File: src/rtl/uart_rxq_pkg.sv
package uart_rxq_pkg;
    localparam int unsigned RXQ_DEPTH  = 16;
    localparam int unsigned WORD_W     = 12;
    localparam int unsigned DATA_W     = 8;
    localparam int unsigned TRIG_LVL   = 1;
    localparam int unsigned BRK_BIT    = 10;
    localparam int unsigned POS_W      = $clog2(RXQ_DEPTH);
    localparam int unsigned CNT_W      = $clog2(RXQ_DEPTH + 1);
    localparam int unsigned STS_W      = WORD_W - DATA_W;

    typedef logic [WORD_W-1:0] rx_word_t;
    typedef logic [POS_W-1:0]  rx_pos_t;
    typedef logic [CNT_W-1:0]  rx_cnt_t;
    typedef logic [STS_W-1:0]  rx_sts_t;

    typedef struct packed {
        rx_cnt_t cnt;
        rx_pos_t pos;
        logic    fifo_en;
        logic    empty;
        logic    full;
        logic    irq;
        logic    ovf;
    } rxq_state_t;

    localparam rx_word_t BRK_WORD = rx_word_t'(1) << BRK_BIT;

    // Depth is a power of two, so truncation gives the modulo wrap.
    function automatic rx_pos_t slot_of(rx_pos_t pos, rx_cnt_t cnt);
        return rx_pos_t'(pos + rx_pos_t'(cnt));
    endfunction

    function automatic rx_cnt_t cap_of(logic fifo_en);
        return fifo_en ? rx_cnt_t'(RXQ_DEPTH) : rx_cnt_t'(1);
    endfunction
endpackage

File: src/rtl/uart_rxq_store.sv
module uart_rxq_store
    import uart_rxq_pkg::*;
(
    input  logic     clk,
    input  logic     rst,
    input  logic     wr_en_i,
    input  rx_pos_t  wr_slot_i,
    input  rx_word_t wr_word_i,
    input  rx_pos_t  rd_pos_i,
    output rx_word_t rd_word_o
);
    rx_word_t mem [RXQ_DEPTH];

    for (genvar i = 0; i < RXQ_DEPTH; i++) begin : g_slot
        always_ff @(posedge clk) begin
            if (rst)
                mem[i] <= '0;
            else if (wr_en_i && wr_slot_i == rx_pos_t'(i))
                mem[i] <= wr_word_i;
        end
    end

    assign rd_word_o = mem[rd_pos_i];
endmodule

File: src/rtl/uart_rxq_status.sv
module uart_rxq_status
    import uart_rxq_pkg::*;
(
    input  logic     clk,
    input  logic     rst,
    input  logic     load_i,
    input  logic     clr_i,
    input  rx_word_t word_i,
    output rx_sts_t  sts_o
);
    always_ff @(posedge clk) begin
        if (rst)
            sts_o <= '0;
        else if (load_i)
            sts_o <= word_i[WORD_W-1:DATA_W];
        else if (clr_i)
            sts_o <= '0;
    end
endmodule

File: src/rtl/uart_rxq_ctrl.sv
module uart_rxq_ctrl
    import uart_rxq_pkg::*;
(
    input  logic       clk,
    input  logic       rst,
    input  logic       pop_i,
    input  logic       push_i,
    input  logic       brk_i,
    input  rx_word_t   push_word_i,
    input  logic       cfg_wr_i,
    input  logic       cfg_fifo_en_i,
    output rxq_state_t state_o,
    output logic       wr_en_o,
    output rx_pos_t    wr_slot_o,
    output rx_word_t   wr_word_o
);
    rxq_state_t cur, nxt;
    logic       any_push;

    assign any_push  = push_i | brk_i;
    assign wr_word_o = brk_i ? BRK_WORD : push_word_i;

    always_comb begin
        nxt       = cur;
        wr_en_o   = 1'b0;
        wr_slot_o = '0;
        // step 1: pop
        if (pop_i) begin
            nxt.full = 1'b0;
            if (nxt.cnt != '0) begin
                nxt.cnt = nxt.cnt - rx_cnt_t'(1);
                nxt.pos = nxt.pos + rx_pos_t'(1);
            end
            if (nxt.cnt == '0)
                nxt.empty = 1'b1;
            if (nxt.cnt == rx_cnt_t'(TRIG_LVL - 1))
                nxt.irq = 1'b0;
        end
        // step 2: mode write, flush on change
        if (cfg_wr_i) begin
            if (cfg_fifo_en_i != nxt.fifo_en) begin
                nxt.cnt = '0;
                nxt.pos = '0;
            end
            nxt.fifo_en = cfg_fifo_en_i;
        end
        // step 3: push
        if (any_push) begin
            if (nxt.cnt < cap_of(nxt.fifo_en)) begin
                wr_en_o   = 1'b1;
                wr_slot_o = slot_of(nxt.pos, nxt.cnt);
                nxt.cnt   = nxt.cnt + rx_cnt_t'(1);
                nxt.empty = 1'b0;
                if (!nxt.fifo_en || nxt.cnt == rx_cnt_t'(RXQ_DEPTH))
                    nxt.full = 1'b1;
                if (nxt.cnt == rx_cnt_t'(TRIG_LVL))
                    nxt.irq = 1'b1;
            end else begin
                nxt.ovf = 1'b1;
            end
        end
    end

    always_ff @(posedge clk) begin
        if (rst) begin
            cur         <= '0;
            cur.empty   <= 1'b1;
        end else begin
            cur <= nxt;
        end
    end

    assign state_o = cur;
endmodule

File: src/rtl/uart_rx_queue.sv
module uart_rx_queue
    import uart_rxq_pkg::*;
(
    input  logic                clk,
    input  logic                rst,
    input  logic                rx_push_i,
    input  logic [WORD_W-1:0]   rx_word_i,
    input  logic                rx_break_i,
    input  logic                rd_pop_i,
    output logic [WORD_W-1:0]   rd_word_o,
    input  logic                cfg_wr_i,
    input  logic                cfg_fifo_en_i,
    input  logic                sts_clr_i,
    output logic [STS_W-1:0]    rx_status_o,
    output logic [CNT_W-1:0]    count_o,
    output logic                empty_o,
    output logic                full_o,
    output logic                irq_o,
    output logic                overflow_o
);
    rxq_state_t st;
    logic       wr_en;
    rx_pos_t    wr_slot;
    rx_word_t   wr_word;
    rx_word_t   head_word;

    uart_rxq_ctrl u_ctrl (
        .clk           (clk),
        .rst           (rst),
        .pop_i         (rd_pop_i),
        .push_i        (rx_push_i),
        .brk_i         (rx_break_i),
        .push_word_i   (rx_word_i),
        .cfg_wr_i      (cfg_wr_i),
        .cfg_fifo_en_i (cfg_fifo_en_i),
        .state_o       (st),
        .wr_en_o       (wr_en),
        .wr_slot_o     (wr_slot),
        .wr_word_o     (wr_word)
    );

    uart_rxq_store u_store (
        .clk       (clk),
        .rst       (rst),
        .wr_en_i   (wr_en),
        .wr_slot_i (wr_slot),
        .wr_word_i (wr_word),
        .rd_pos_i  (st.pos),
        .rd_word_o (head_word)
    );

    uart_rxq_status u_status (
        .clk    (clk),
        .rst    (rst),
        .load_i (rd_pop_i),
        .clr_i  (sts_clr_i),
        .word_i (head_word),
        .sts_o  (rx_status_o)
    );

    assign rd_word_o  = head_word;
    assign count_o    = st.cnt;
    assign empty_o    = st.empty;
    assign full_o     = st.full;
    assign irq_o      = st.irq;
    assign overflow_o = st.ovf;
endmodule

File: config.mk
export PLATFORM = sky130hd
export DESIGN_NAME = uart_rx_queue
export DESIGN_NICKNAME = d
export VERILOG_FILES = /design/src/rtl/uart_rxq_pkg.sv /design/src/rtl/uart_rxq_store.sv /design/src/rtl/uart_rxq_status.sv /design/src/rtl/uart_rxq_ctrl.sv /design/src/rtl/uart_rx_queue.sv
export SDC_FILE = /design/constraint.sdc
export NUM_CORES = 1
export LEC_CHECK = 0
export ABC_AREA = 1
export CORE_ASPECT_RATIO = 0.75
export CORE_MARGIN = 4
export CORE_UTILIZATION = 40
export DETAILED_ROUTE_END_ITERATION = 10
export DONT_BUFFER_PORTS = 1
export PLACE_DENSITY = 0.55
export SKIP_CTS_REPAIR_TIMING = 1
export SYNTH_ARGS = -nofsm -noshare
export SYNTH_HDL_FRONTEND = slang
export SYNTH_SLANG_ARGS = --single-unit
File: constraint.sdc
create_clock -name clk -period 4.1 [get_ports clk]
set_clock_uncertainty 0.2 [all_clocks]
set_input_delay 0.41 -clock clk [delete_from_list [all_inputs] [get_ports clk]]
set_output_delay 0.41 -clock clk [all_outputs]
set_load 0.005 [all_outputs]
# Yosys cells after proc, flatten, opt, wreduce, memory -nomap -nowiden
# Memory sizes are Yosys's and may differ from the RTL's. A register that Yosys moved wholly into a read port is not among the register bits.
# Index checks and enable logic that the tools add are counted.
# word_totals
regBits,18
mem_count,1
in_bits,20
wordCells,163
mem_bits_rw,192
output_inout_bits,25
# op_classes
n_eq_ne,18
reduce_logical,23
muxes,90
bitwise_logic,18
order_cmp,1
add_sub_neg,4
# memory_table
memory,depth,width,rd,rd_ports_with_merged_regs,wr,line_no,text
u_store.mem,16,12,1,1,16,uart_rxq_store.sv:12,rx_word_t mem [RXQ_DEPTH];
# op_table
operator,n
two-way mux 12 bit,17
two-way mux 1 bit,57
two-way mux 9 bit,4
== test 4 bit (second input constant),8
two-way mux 4 bit,6
bitwise OR 1 bit,17
== test 4 x 3 -> 1 bit (second input constant),4
logical AND 1 bit,16
two-way mux 5 bit,3
two-way mux 10 bit,1
== test 4 x 2 -> 1 bit (second input constant),2
two-way mux 3 bit,2
adder 5 x 1 -> 5 bit (second input constant),1
== test 5 x 1 -> 1 bit (second input constant),1
== test 5 bit (second input constant),1
logical NOT 5 bit,1
less-than comparator 5 bit,1
nonzero test 5 bit,1
subtractor 5 x 1 -> 5 bit (second input constant),1
adder 4 x 1 -> 4 bit (second input constant),1
adder 4 bit,1
== test 4 x 1 -> 1 bit (second input constant),1
logical NOT 4 bit,1
AND reduction 2 bit,1
5 further kinds,5

# Logic depth before layout (Yosys ltp)
# depth
word_depth,16
mapped_depth,20
mapped_depth_nobuf,20

# By module
# From an unflattened synthesis, not the netlist that was laid out.
# hier_totals
hier_cells,1299
area_unflattened_um2,10769.1
# by_module_without_submodules
module,cells_each,area_per_inst_um2,seq_area_each_um2,instances
uart_rxq_store,1070,9381.5,5765.5,1
uart_rxq_ctrl,212,1251.2,280.3,1
uart_rxq_status,17,136.4,80.1,1

# Least setup slack after synthesis
# OpenSTA, ideal clock, no wires.
# synth_path
path_type,flip-flop to flip-flop
start,"register u_ctrl.cur, in the netlist u_store.rd_pos_i[0]"
end,memory u_store.mem[4][0] (netlist bit) (enable)
path_stages_with_launch,12
slack_ns,0.880
setup_ns,0.350
synth_period_minus_slack_ns,3.220
n_path_buf,3
t_required_ns,3.550
arrival_ns,2.670
cell_sequence,dfxtp_1 buf_2 inv_2 clkbuf_1 clkbuf_1 nor2_1 nor3_1 ha_1 ha_1 o2111ai_1 nand3_1 nand2_1
# synth_lines
item,line_no,text
"start, declared",uart_rxq_ctrl.sv:17,"rxq_state_t cur, nxt;"
"start signal, assigned",uart_rxq_ctrl.sv:69,cur <= nxt;
"end, declared",uart_rxq_store.sv:12,

==> summary.txt <==
Clock network
  – Htree depth: 1
  – Worst skew pair latency: a little over 0.5 ns
  – Longest Clk Path Bufs: 3
  – Clk Tree Root Cell: clkbuf_16
  – Number of buffers created by CTS: 22
  – CTS sink count: 210
  – Reg clk slew, reported paths: approximately 0.06 ns
  – CTS tree: yes

STA
  – Minimum clock period after layout: 3.785 ns
  – Setup violators final: 0
  – Worst-Margin Slew: just over 1 ns
  – RSZ-0062 raised after global routing: no
  – Final period util: about 90%
  – Sum of negative setup slack: 0 ns
  – Max Clk Rate: between 0.2 and 0.3 GHz
  – Slew HR: between 30% and 40%
  – Hold WS: -0.01982 ns
  – Post-route setup slack: between 0.3 and 0.4 ns
  – Fin. Hold Viols: 4
  – Fin. max-slew vios: 0

Power
  – Power Density: between 500 and 600 mW/mm2
  – Leakage: just under 0.004 uW
  – Overall power: 6168 uW
  – Peak VDD IR: 266.0 uV

Layout
  – Layout fillers: roughly 2300
  – Area growth syn-to-layout: 9.654%
  – Nets: 1004
  – Share of layout cells above drive strength 1: 10.78%
  – Ant diodes: 0
  – Design Area, Final: about 0.011 mm2

Synth
  – Ranking of synthesized cells by area: edfxtp_1 58%, nor2_1 9.6%, nand2_1 5.9%
  – Cell count after synthesis: slightly above 1000
  – Yosys warns: 0
  – Syn Std Cell Area: approximately 0.0099 mm2
  – Cell taking the most area after synthesis: edfxtp_1
  – Seq/Total Area, Yosys: between 60% and 70%
  – Syn Nets: 1033
  – Async SR Flop Fraction: 0%
  – Share of the synthesized area in the top cell type: between 50% and 60%
  – Yosys cell types: 37
  – Synthesized area per cell: just under 10 um2
  – Synthesized flop and latch total: 210
  – EDFF count, synth: between 150 and 200
  – Prevailing post-synth register cell: edfxtp_1

Worst hold path
  – Worst min-delay path startpoint: cfg_fifo_en_i
  – Worst hold path class: in -> reg

Global route
  – First-pass GRT wire length: 42610 um
  – Largest net degree at the start of global routing: just under 100
  – Number of global-route vias before repair: roughly 6900
  – Initial antenna violation count: 0
  – Total Routing Usage GR: roughly a fifth
  – Global route total overflow: 0

Placed design
  – DP Area: ~0.01 mm2
  – Pre-CTS setup slack: between 0.3 and 0.4 ns
  – Dpl hpwl: 18270 um
  – Routability Congestion: between 0.8 and 0.9
  – Port Buf Inserts: 0

Critical path
  – WP data arrival: 3.72 ns
  – CP Class: reg -> reg
  – Crit Path Max Fanout: 12
  – R2r startpoint: u_ctrl.state_o[9]$_SDFF_PP0_
  – CP Data Required Time: approximately 4 ns
  – CP startpoint: u_ctrl.state_o[9]$_SDFF_PP0_
  – Crit path capture type: register
  – CP startpoint kind: register

Job
  – Max-Cap Viols: 0

Route
  – Final wirelength: 28220 um
  – Post-DR vias/cell: roughly 5.5
  – DRT antenna net count: 0
  – DR DRC count: 0
  – Via count: just over 7000
  – Routed wire length per instance: 21.32 um
  – Drt pass-1 iters: 5
  – DRT iter0 DRCs: ~600

Die
  – Io pins: 45
  – Core Region: 0.02422 mm2
  – Die height: ~140 um
  – Die area: around 0.027 mm2
  – Core Rows: 49
  – Die width: between 150 and 200 um
  – Initial core utilization: about two fifths

Outcome
  – Status: finished, violations left
  – Failing checks: hold timing
-- critical path, cell delays in order (launching register included) --
cell and delay (ns):
dfxtp_1 0.34, inv_1 0.13, ha_1 0.29, nand3_4 0.17, nand2_2 0.13, inv_1 0.07, nand2_1 0.07, xor2_1 0.18
nor2_1 0.07, ha_1 0.33, a21oi_1 0.20, nand2_1 0.07, nand2_1 0.11, nand3_1 0.17, nor2_1 0.35, nand2_1 0.09
nand2_1 0.44
-- power breakdown --
group | internal [uW] | switching [uW] | leakage (uW)
registers | 2590 | 103 | 0.00214
logic | 379 | 1110 | 0.00150
clock network | 1160 | 834 | 0.000340
total | 4120 | 2050 | 0.00397
-- synthesized netlist by cell type, types with 7 or more instances --
master	n
o21ai_0	72
nor2_1	255
nand3_1	36
buf_4	7
o221ai_1	10
dfxtp_1	18
nor2_2	22
a221oi_1	13
clkbuf_1	48
nand4_1	19
a21oi_1	43
o22ai_1	15
ha_1	7
inv_1	24
edfxtp_1	192
nand2_1	155
buf_2	18
nor2_4	7
nand3_2	8
-- layout make-up --
cell class | instances | area, um2 | share of cell area [%]
inverters | 33 | 123.9 | 1.136
flip-flops and latches | 210 | 6130 | 56.23
repair buffers | 22 | 177.7 | 1.630
clock inverters | 9 | 95.09 | 0.8724
clock buffers | 31 | 605.6 | 5.556
multi-input cells | 688 | 3354 | 30.77
well taps | 331 | 414.1 | 3.799
-- worst paths after layout --
path	endpoint	slack, ns	cells after the start
max	u_store.mem[9][0]$_SDFFCE_PN0P_	0.32	16
min	u_ctrl.state_o[4]$_SDFF_PP0_	-0.02	2
max reg2reg	u_store.mem[9][0]$_SDFFCE_PN0P_	0.32	16
min reg2reg	u_status.sts_o[1]$_SDFFE_PP0P_	0.28	2
-- flip-flops by register name (all words and copies together), names as in the netlist --
name and cells:
u_store.mem 192, u_ctrl.state_o 10, u_status.sts_o 4, u_store.rd_pos_i 4
-- metal layers --
metal / part of all wire, % / vias to the layer above / routed length [um] / track usage, %
li1: - / 3411 / - / -
met4: 1.9 / 0 / 525 / 4.186
met3: 6.5 / 39 / 1825 / 3.933
met2: 44 / 204 / 12490 / 31.96
met1: 47 / 3564 / 13380 / 30.26
met5: 0 / - / 0 / 0
-- stage by stage --
step | utilization [%] | instances
2_1_floorplan | - | 1006
3_3_place_gp | 41.90 | 1279
3_5_place_dp | 41.90 | 1279
4_1_cts | 44.79 | 1319
5_1_grt | 45.01 | 1324
6_report | 45.01 | 1324
-- cells by family after synthesis --
family / synth area share (%)
compound gates: 9.138
xor+xnor: 0.2644
fa+ha+maj: 0.8810
buf+inv: 4.657
flops: 61.62
mux: 0.1007
simple gates: 23.34
-- cells in the final DEF, fill, tap and decap left out, drive strengths merged --
master	instances
a21oi	44
clkinv	9
a221oi	13
ha	7
a211oi	2
o221ai	10
edfxtp	192
nand4	25
o2111ai	1
mux2i	1
o22ai	15
nor4	1
nand2	160
buf	17
xor2	3
clkbuf	31
o21ai	73
dfxtp	18
bufinv	2
dlygate4sd3	5
nor3	3
inv	30
nand3	45
clkinvlp	1
nor2	285
Power figures use the tool's default switching activity.
